### src/rtl/hidewin_pkg.sv
// Shared constants and types for the hidden address window read filter.
// Assumes 32-bit configuration registers and 29-bit aperture offsets.
package hidewin_pkg;
    localparam int REG_W    = 32;
    localparam int OFFS_W   = 29;
    localparam int WORD_LSB = 2;
    localparam int WORD_W   = OFFS_W - WORD_LSB;
    localparam int EN_BIT   = 31;

    typedef enum logic {
        SEL_LOW  = 1'b0,
        SEL_HIGH = 1'b1
    } hw_sel_e;

    typedef struct packed {
        logic              en;
        logic [WORD_W-1:0] lo_w;
        logic [WORD_W-1:0] hi_w;
    } hw_cfg_t;

    // Word index of a byte offset; the two byte-select bits are dropped.
    function automatic logic [WORD_W-1:0] word_of(input logic [OFFS_W-1:0] off);
        return off[OFFS_W-1:WORD_LSB];
    endfunction
endpackage

### src/rtl/hidewin_regs.sv
// Window configuration registers: start word plus enable, and end word.
// Assumes one write per cycle, selected by cfg_sel; read-back is combinational.
module hidewin_regs
    import hidewin_pkg::*;
(
    input  logic             clk,
    input  logic             rst_n,
    input  logic             cfg_we,
    input  logic             cfg_sel,
    input  logic [REG_W-1:0] cfg_wdata,
    output logic [REG_W-1:0] cfg_rdata,
    output hw_cfg_t          cfg_o
);
    hw_cfg_t cfg_q;
    hw_sel_e sel;

    assign sel   = hw_sel_e'(cfg_sel);
    assign cfg_o = cfg_q;

    // Capture register writes; the end register never touches enable or start.
    always_ff @(posedge clk) begin
        if (!rst_n) begin
            cfg_q <= '0;
        end else if (cfg_we) begin
            if (sel == SEL_LOW) begin
                cfg_q.en   <= cfg_wdata[EN_BIT];
                cfg_q.lo_w <= cfg_wdata[OFFS_W-1:WORD_LSB];
            end else begin
                cfg_q.hi_w <= cfg_wdata[OFFS_W-1:WORD_LSB];
            end
        end
    end

    // Rebuild the selected register image with unused bits at zero.
    always_comb begin
        cfg_rdata = '0;
        if (sel == SEL_LOW) begin
            cfg_rdata[EN_BIT]                = cfg_q.en;
            cfg_rdata[OFFS_W-1:WORD_LSB]     = cfg_q.lo_w;
        end else begin
            cfg_rdata[OFFS_W-1:WORD_LSB]     = cfg_q.hi_w;
        end
    end

    AST_IDLE_STABLE: assert property (@(posedge clk) disable iff (!rst_n)
        !cfg_we |=> $stable(cfg_q));
    AST_HIGH_KEEPS_LOW: assert property (@(posedge clk) disable iff (!rst_n)
        (cfg_we && cfg_sel) |=> ($stable(cfg_q.en) && $stable(cfg_q.lo_w)));
    AST_LOW_KEEPS_HIGH: assert property (@(posedge clk) disable iff (!rst_n)
        (cfg_we && !cfg_sel) |=> $stable(cfg_q.hi_w));
endmodule

### src/rtl/hidewin_cmp.sv
// Per-aperture window comparator. Matches the offset word against the
// inclusive [start, end] range. With HIDE_IMPL = 0 it never matches.
// Assumes cfg is stable for the cycle in which a request is presented.
module hidewin_cmp
    import hidewin_pkg::*;
#(
    parameter bit HIDE_IMPL = 1'b1
) (
    input  logic              clk,
    input  logic              rst_n,
    input  hw_cfg_t           cfg,
    input  logic [OFFS_W-1:0] offset,
    output logic              hit
);
    logic [WORD_W-1:0] word;

    assign word = word_of(offset);

    generate
        if (HIDE_IMPL) begin : g_live
            logic above_lo;
            logic below_hi;
            // Both bounds inclusive; an inverted range matches nothing.
            always_comb begin
                above_lo = (word >= cfg.lo_w);
                below_hi = (word <= cfg.hi_w);
                hit      = cfg.en && above_lo && below_hi;
            end
        end else begin : g_inert
            // Registers remain programmable but the window has no effect.
            always_comb begin
                hit = 1'b0;
            end
        end
    endgenerate

    AST_INVERTED_NO_HIT: assert property (@(posedge clk) disable iff (!rst_n)
        (cfg.lo_w > cfg.hi_w) |-> !hit);
    AST_DISABLED_NO_HIT: assert property (@(posedge clk) disable iff (!rst_n)
        !cfg.en |-> !hit);
endmodule

### src/rtl/hidewin_lane.sv
// Per-aperture read-return lane. Records whether a read hit the window and
// masks the memory data that arrives one cycle later.
// Assumes memory returns read data exactly one cycle after the request.
module hidewin_lane #(
    parameter int DATA_W = 32
) (
    input  logic              clk,
    input  logic              rst_n,
    input  logic              req_valid,
    input  logic              req_write,
    input  logic              hit,
    input  logic [DATA_W-1:0] mem_rdata,
    output logic              rvalid,
    output logic [DATA_W-1:0] rdata
);
    logic rd_q;
    logic hide_q;

    // Remember each read and whether its data must be hidden.
    always_ff @(posedge clk) begin
        if (!rst_n) begin
            rd_q   <= 1'b0;
            hide_q <= 1'b0;
        end else begin
            rd_q   <= req_valid && !req_write;
            hide_q <= req_valid && !req_write && hit;
        end
    end

    // Zero the returning data for a hidden read, pass it otherwise.
    always_comb begin
        rvalid = rd_q;
        rdata  = hide_q ? '0 : mem_rdata;
    end

    AST_RVALID_FROM_READ: assert property (@(posedge clk) disable iff (!rst_n)
        rvalid |-> $past(req_valid && !req_write));
    AST_WRITE_SILENT: assert property (@(posedge clk) disable iff (!rst_n)
        (req_valid && req_write) |=> !rvalid);
    AST_HIDE_ZERO: assert property (@(posedge clk) disable iff (!rst_n)
        (rvalid && $past(hit)) |-> (rdata == '0));
    AST_MISS_PASS: assert property (@(posedge clk) disable iff (!rst_n)
        (rvalid && !$past(hit)) |-> (rdata == mem_rdata));
endmodule

### src/rtl/hidewin_filter.sv
// Top of the hidden address window read filter. Requests pass straight to
// memory; each aperture gets its own comparator and read-return lane.
// Assumes memory read latency of one cycle on every aperture.
module hidewin_filter
    import hidewin_pkg::*;
#(
    parameter int NUM_PORTS = 3,
    parameter int DATA_W    = 32,
    parameter bit HIDE_IMPL = 1'b1
) (
    input  logic                               clk,
    input  logic                               rst_n,
    input  logic                               cfg_we,
    input  logic                               cfg_sel,
    input  logic [31:0]                        cfg_wdata,
    output logic [31:0]                        cfg_rdata,
    input  logic [NUM_PORTS-1:0]               ap_req_valid,
    input  logic [NUM_PORTS-1:0]               ap_req_write,
    input  logic [NUM_PORTS-1:0][28:0]         ap_req_offset,
    input  logic [NUM_PORTS-1:0][DATA_W-1:0]   ap_req_wdata,
    output logic [NUM_PORTS-1:0]               mem_req_valid,
    output logic [NUM_PORTS-1:0]               mem_req_write,
    output logic [NUM_PORTS-1:0][28:0]         mem_req_offset,
    output logic [NUM_PORTS-1:0][DATA_W-1:0]   mem_req_wdata,
    input  logic [NUM_PORTS-1:0][DATA_W-1:0]   mem_rdata,
    output logic [NUM_PORTS-1:0]               ap_rvalid,
    output logic [NUM_PORTS-1:0][DATA_W-1:0]   ap_rdata
);
    hw_cfg_t              cfg;
    logic [NUM_PORTS-1:0] hit;

    hidewin_regs u_regs (
        .clk       (clk),
        .rst_n     (rst_n),
        .cfg_we    (cfg_we),
        .cfg_sel   (cfg_sel),
        .cfg_wdata (cfg_wdata),
        .cfg_rdata (cfg_rdata),
        .cfg_o     (cfg)
    );

    // Requests, including all writes, reach memory untouched.
    always_comb begin
        mem_req_valid  = ap_req_valid;
        mem_req_write  = ap_req_write;
        mem_req_offset = ap_req_offset;
        mem_req_wdata  = ap_req_wdata;
    end

    generate
        for (genvar p = 0; p < NUM_PORTS; p++) begin : g_port
            hidewin_cmp #(
                .HIDE_IMPL (HIDE_IMPL)
            ) u_cmp (
                .clk    (clk),
                .rst_n  (rst_n),
                .cfg    (cfg),
                .offset (ap_req_offset[p]),
                .hit    (hit[p])
            );

            hidewin_lane #(
                .DATA_W (DATA_W)
            ) u_lane (
                .clk       (clk),
                .rst_n     (rst_n),
                .req_valid (ap_req_valid[p]),
                .req_write (ap_req_write[p]),
                .hit       (hit[p]),
                .mem_rdata (mem_rdata[p]),
                .rvalid    (ap_rvalid[p]),
                .rdata     (ap_rdata[p])
            );

            if (!HIDE_IMPL) begin : g_inert_chk
                AST_INERT_PASS: assert property (@(posedge clk) disable iff (!rst_n)
                    ap_rvalid[p] |-> (ap_rdata[p] == mem_rdata[p]));
            end
        end
    endgenerate
endmodule

### config.mk
export PLATFORM = sky130hd
export DESIGN_NAME = hidewin_filter
export DESIGN_NICKNAME = d
export VERILOG_FILES = /design/src/rtl/hidewin_pkg.sv /design/src/rtl/hidewin_regs.sv /design/src/rtl/hidewin_cmp.sv /design/src/rtl/hidewin_lane.sv /design/src/rtl/hidewin_filter.sv
export SDC_FILE = /design/constraint.sdc
export NUM_CORES = 1
export LEC_CHECK = 0
export ABC_CLOCK_PERIOD_IN_PS = 1990
export BUFFER_PORTS_ARGS = -buffer_cell sky130_fd_sc_hd__clkbuf_2
export CAP_MARGIN = 20
export CORE_AREA = 2 2 250 252
export DETAILED_ROUTE_END_ITERATION = 7
export DIE_AREA = 0 0 252 254
export GPL_TIMING_DRIVEN = 0
export PLACE_DENSITY_LB_ADDON = 0.25
export REMOVE_ABC_BUFFERS = 1
export SLEW_MARGIN = 20
export SYNTH_ARGS = -nofsm -noshare
export SYNTH_HDL_FRONTEND = slang
export SYNTH_SLANG_ARGS = --single-unit
### constraint.sdc
create_clock -name clk -period 1.99 [get_ports clk]
set_input_delay 0 -clock clk [delete_from_list [all_inputs] [get_ports clk]]
set_output_delay 0 -clock clk [all_outputs]
set_load 0.1 [all_outputs]
==> flow_summary.ini <==
[sta]
finalWorstPathRequiredPeriod_ns = 2.109
finClkSkew_ns = 0.01182
timing.final.max_slew_violations = 0
fin_ws_ns = -0.1188
report.final.hold_viol_count = 0
hold_slack_ns = 0.0001305
max_freq_mhz = 474.2
worstMarginPinSlew_ns = 0.7971
totalNegativeSetupSlack_ns = -0.1188
slew_hr_pct = 46.86
finalSetupViolCount = 1
rsz0062_at_grt = true
period_share_pct = 106.0

[floorplanning]
die-area_um2 = 64010
start_util_pct = 13.42
die_h_um = 254
die-width_um = 252
core_area_um2 = 61260
num_rows = 91
top_level_ports = 641

[critical_path]
worst-r2r-setup-slack_ns = -0.12
worst_r2r_path_depth = 8
criticalPathCategory = flip-flop to flip-flop
crit_arrival_ns = 2.32
regToRegStartpoint = u_regs.cfg_o[40]
startpoint_type = flip-flop
worst_path_required_time_ns = 2.20
r2r-end = g_port[2].u_lane.hide_q
critical_path.max_fanout = 4
timing.critical_path.to_type = flip-flop

[drt]
vias = 8620
dr.first_iter.drc_count = 341
totalWireLength_um = 67740
viasPerCell = 4.019
firstDrtPassIters = 6
detail-route-antenna-nets = 0
detail_route.drc_violations = 0
routed_wire_length_per_instance_um = 31.58

[power_and_ir_drop]
power.sequential.fraction_pct = 20.2
power_report.internal_total_uw = 3146
p_comb_share_pct = 54.6
power-per-cell-area_nw_per_um2 = 594.3
power.ir.vdd_worst_v = 0.0003958
p_clk_share_pct = 25.2
netSwitchingFraction_pct = 51.99
cellLeakagePower_uw = 0.005031
netSwitchingPower_uw = 3408

[synth]
synth.ff_latch_count = 61
fraction_of_registers_with_async_set_or_reset_after_synthesis_pct = 0
synth_flop_cell = sky130_fd_sc_hd__dfxtp_1
postSynthAreaPerCell_um2 = 7.543
synth_cell_type_count = 45
synth_edf_count = 0
instance_count_of_the_mapped_netlist = 1090
synth.cell_area_um2 = 8222
seq_area_frac_synth_pct = 14.85
netlist.area_leader.share_pct = 24.65
synth_largest_area_cell = sky130_fd_sc_hd__ha_1
synth.yosys.warnings = 0
post_synth_main_area_contributors = sky130_fd_sc_hd__ha_1 25%, sky130_fd_sc_hd__buf_4 18%, sky130_fd_sc_hd__dfxtp_1 15%, sky130_fd_sc_hd__nand2_1 7.9%, sky130_fd_sc_hd__nor2b_1 7.8%

[global_route]
grt_max_degree = 59
antenna_violations_before_repair = 9
grt-ovfl-total = 0
global_route.usage.total_pct = 20.46
vias_in_the_first_global_route = 8321
global_route_wire_length_before_repair_um = 83280

[clock_tree]
htree_num_levels = 3
numClockSinks = 61
clock_tree_from_tritoncts = yes
clkSlewWorstSetupHoldPaths_ns = 0.05
cts_root_buf = sky130_fd_sc_hd__clkbuf_16
clk_path_buf_depth = 2
numCtsBuffers = 9
clk-insertion-delay-late_ns = 0.37

[run_status]
violations = setup timing
outcome = finished, violations left

[placed_design]
pre_cts_slack_ns = -0.5818
placedInstanceArea_um2 = 9902
port-buffer-count = 428
detailedPlacementHpwl_um = 61420
weighted_congestion_at_the_end_of_routability_driven_global_placement = 0.8934
place_inst = 2087

[finish]
net_count_final = 1829
stdcell_area_um2 = 11030
finish.cell_count_without_fillers = 2145
syn2layout_area_growth_pct = 34.15
share_of_post_route_cells_with_drive_strength_above_1_pct = 41.48

[flow_run]
drv.max_cap_violation_count = 0

[hold_path]
worstHoldPathType = primary input to primary output
worst_hold_path.num_cells = 0
hold_path_end = mem_req_offset[59]
min_from = ap_req_offset[59]
==> layer usage <==
metal	vias up	global-route usage (%)	wire length, um	share of wire, %
met3	54	20.45	14560	21
met1	3921	14.04	17090	25
met4	14	5.089	1341	2.0
li1	4025	-	-	-
met5	-	6.178	572	0.84
met2	606	37.24	34180	50
==> critical path: stages, from the launching register on <==
cell,delay [ns]
sky130_fd_sc_hd__dfxtp_1,0.32
sky130_fd_sc_hd__inv_1,0.09
sky130_fd_sc_hd__ha_1,0.31
sky130_fd_sc_hd__and2_1,0.19
sky130_fd_sc_hd__a221o_1,0.32
sky130_fd_sc_hd__nand3_1,0.09
sky130_fd_sc_hd__a31oi_1,0.09
sky130_fd_sc_hd__nor3_1,0.43
sky130_fd_sc_hd__nor4_4,0.11
==> state kept, by name, indices dropped and copies added (netlist names) <==
name and count:
u_regs.cfg_o 55, g_port.u_lane.hide_q 3, g_port.u_lane.rvalid 3
==> worst max-delay path by stage <==
stage	end	slack (ns)	start
2_1_floorplan	cfg_rdata[10]	-0.51	u_regs.cfg_o[35]
3_3_place_gp	u_regs.cfg_o[54]	-2.01	cfg_sel
3_5_place_dp	g_port[2].u_lane.hide_q	-0.58	u_regs.cfg_o[21]
4_1_cts	g_port[2].u_lane.hide_q	-0.22	u_regs.cfg_o[3]
5_1_grt	g_port[2].u_lane.hide_q	-0.28	u_regs.cfg_o[20]
6_report	g_port[2].u_lane.hide_q	-0.12	u_regs.cfg_o[40]
==> synth_stat cells (all sizes together), types with 4 or more instances <==
| master | n |
|---|---|
| a211oi | 12 |
| a21boi | 55 |
| a21o | 20 |
| a21oi | 56 |
| and3b | 4 |
| buf | 199 |
| clkbuf | 29 |
| dfxtp | 61 |
| ha | 162 |
| inv | 57 |
| nand2 | 173 |
| nand3 | 26 |
| nand4 | 16 |
| nor2 | 24 |
| nor2b | 102 |
| nor3 | 10 |
| nor4 | 4 |
| o21ai | 48 |
==> placed cells by master (no fill, tap or decap), drive strengths merged, types with 5 or more instances in the layout <==
| cell type | Yosys | final |
|---|---|---|
| buf | 199 | 14 |
| nor2b | 102 | 102 |
| nand3 | 26 | 26 |
| clkbuf | 29 | 442 |
| dlygate4sd3 | 0 | 28 |
| nand4 | 16 | 16 |
| a21boi | 55 | 55 |
| diode | 0 | 5 |
| nand2 | 173 | 173 |
| a211oi | 12 | 12 |
| a21o | 20 | 20 |
| a21oi | 56 | 56 |
| o21ai | 48 | 48 |
| dfxtp | 61 | 61 |
| ha | 162 | 162 |
| inv | 57 | 57 |
| nor2 | 24 | 24 |
| nor3 | 10 | 10 |
==> layout make-up <==
type | count | area, um^2
antenna | 5 | 12.51
fill | 6975 | 50230
timing repair buffer | 470 | 2613
sequential | 61 | 1249
multi-input combinational | 747 | 5649
inverter | 57 | 224.0
clock inverter | 1 | 30.03
clock buffer | 14 | 264.0
tap | 790 | 988.4
==> stage by stage <==
stage	util (%)	total power, uW
after floorplan	-	3091
after detailed placement	16.16	4757
after CTS	17.31	6559
final	18.01	6554
after global placement	15.95	4709
after global routing	18.00	6917
==> power by group through the flow <==
| stage | clock [uW] | combinational [uW] | sequential [uW] |
|---|---|---|---|
| after detailed placement | 0 | 3420 | 1340 |
| after global placement | 0 | 3370 | 1340 |
| after CTS | 1730 | 3510 | 1320 |
| final | 1650 | 3580 | 1320 |
| after floorplan | 0 | 1750 | 1350 |
| after global routing | 1780 | 3810 | 1330 |
==> repair_timing <==
action	in CTS	in global routing
hold endpoints to repair	55	0
setup endpoints to repair	61	3
resized for setup	38	80
hold buffers	28	0
setup buffers	0	10
pin swaps	9	25
==> cell families (layout without fill, tap and decap cells) <==
logic type | count (synthesis) | in the layout | synth area share [%]
multiplexers | 1 | 1 | 0.1370
AO/OA/AOI/OAI | 208 | 208 | 15.96
flip-flops | 61 | 61 | 14.85
AND/OR/NAND/NOR | 372 | 372 | 22.39
buffers and inverters | 285 | 542 | 21.96
adder cells (fa/ha/maj) | 162 | 162 | 24.65
other | 1 | 9 | 0.04561
Note: power is estimated with default switching activity, not from simulation.
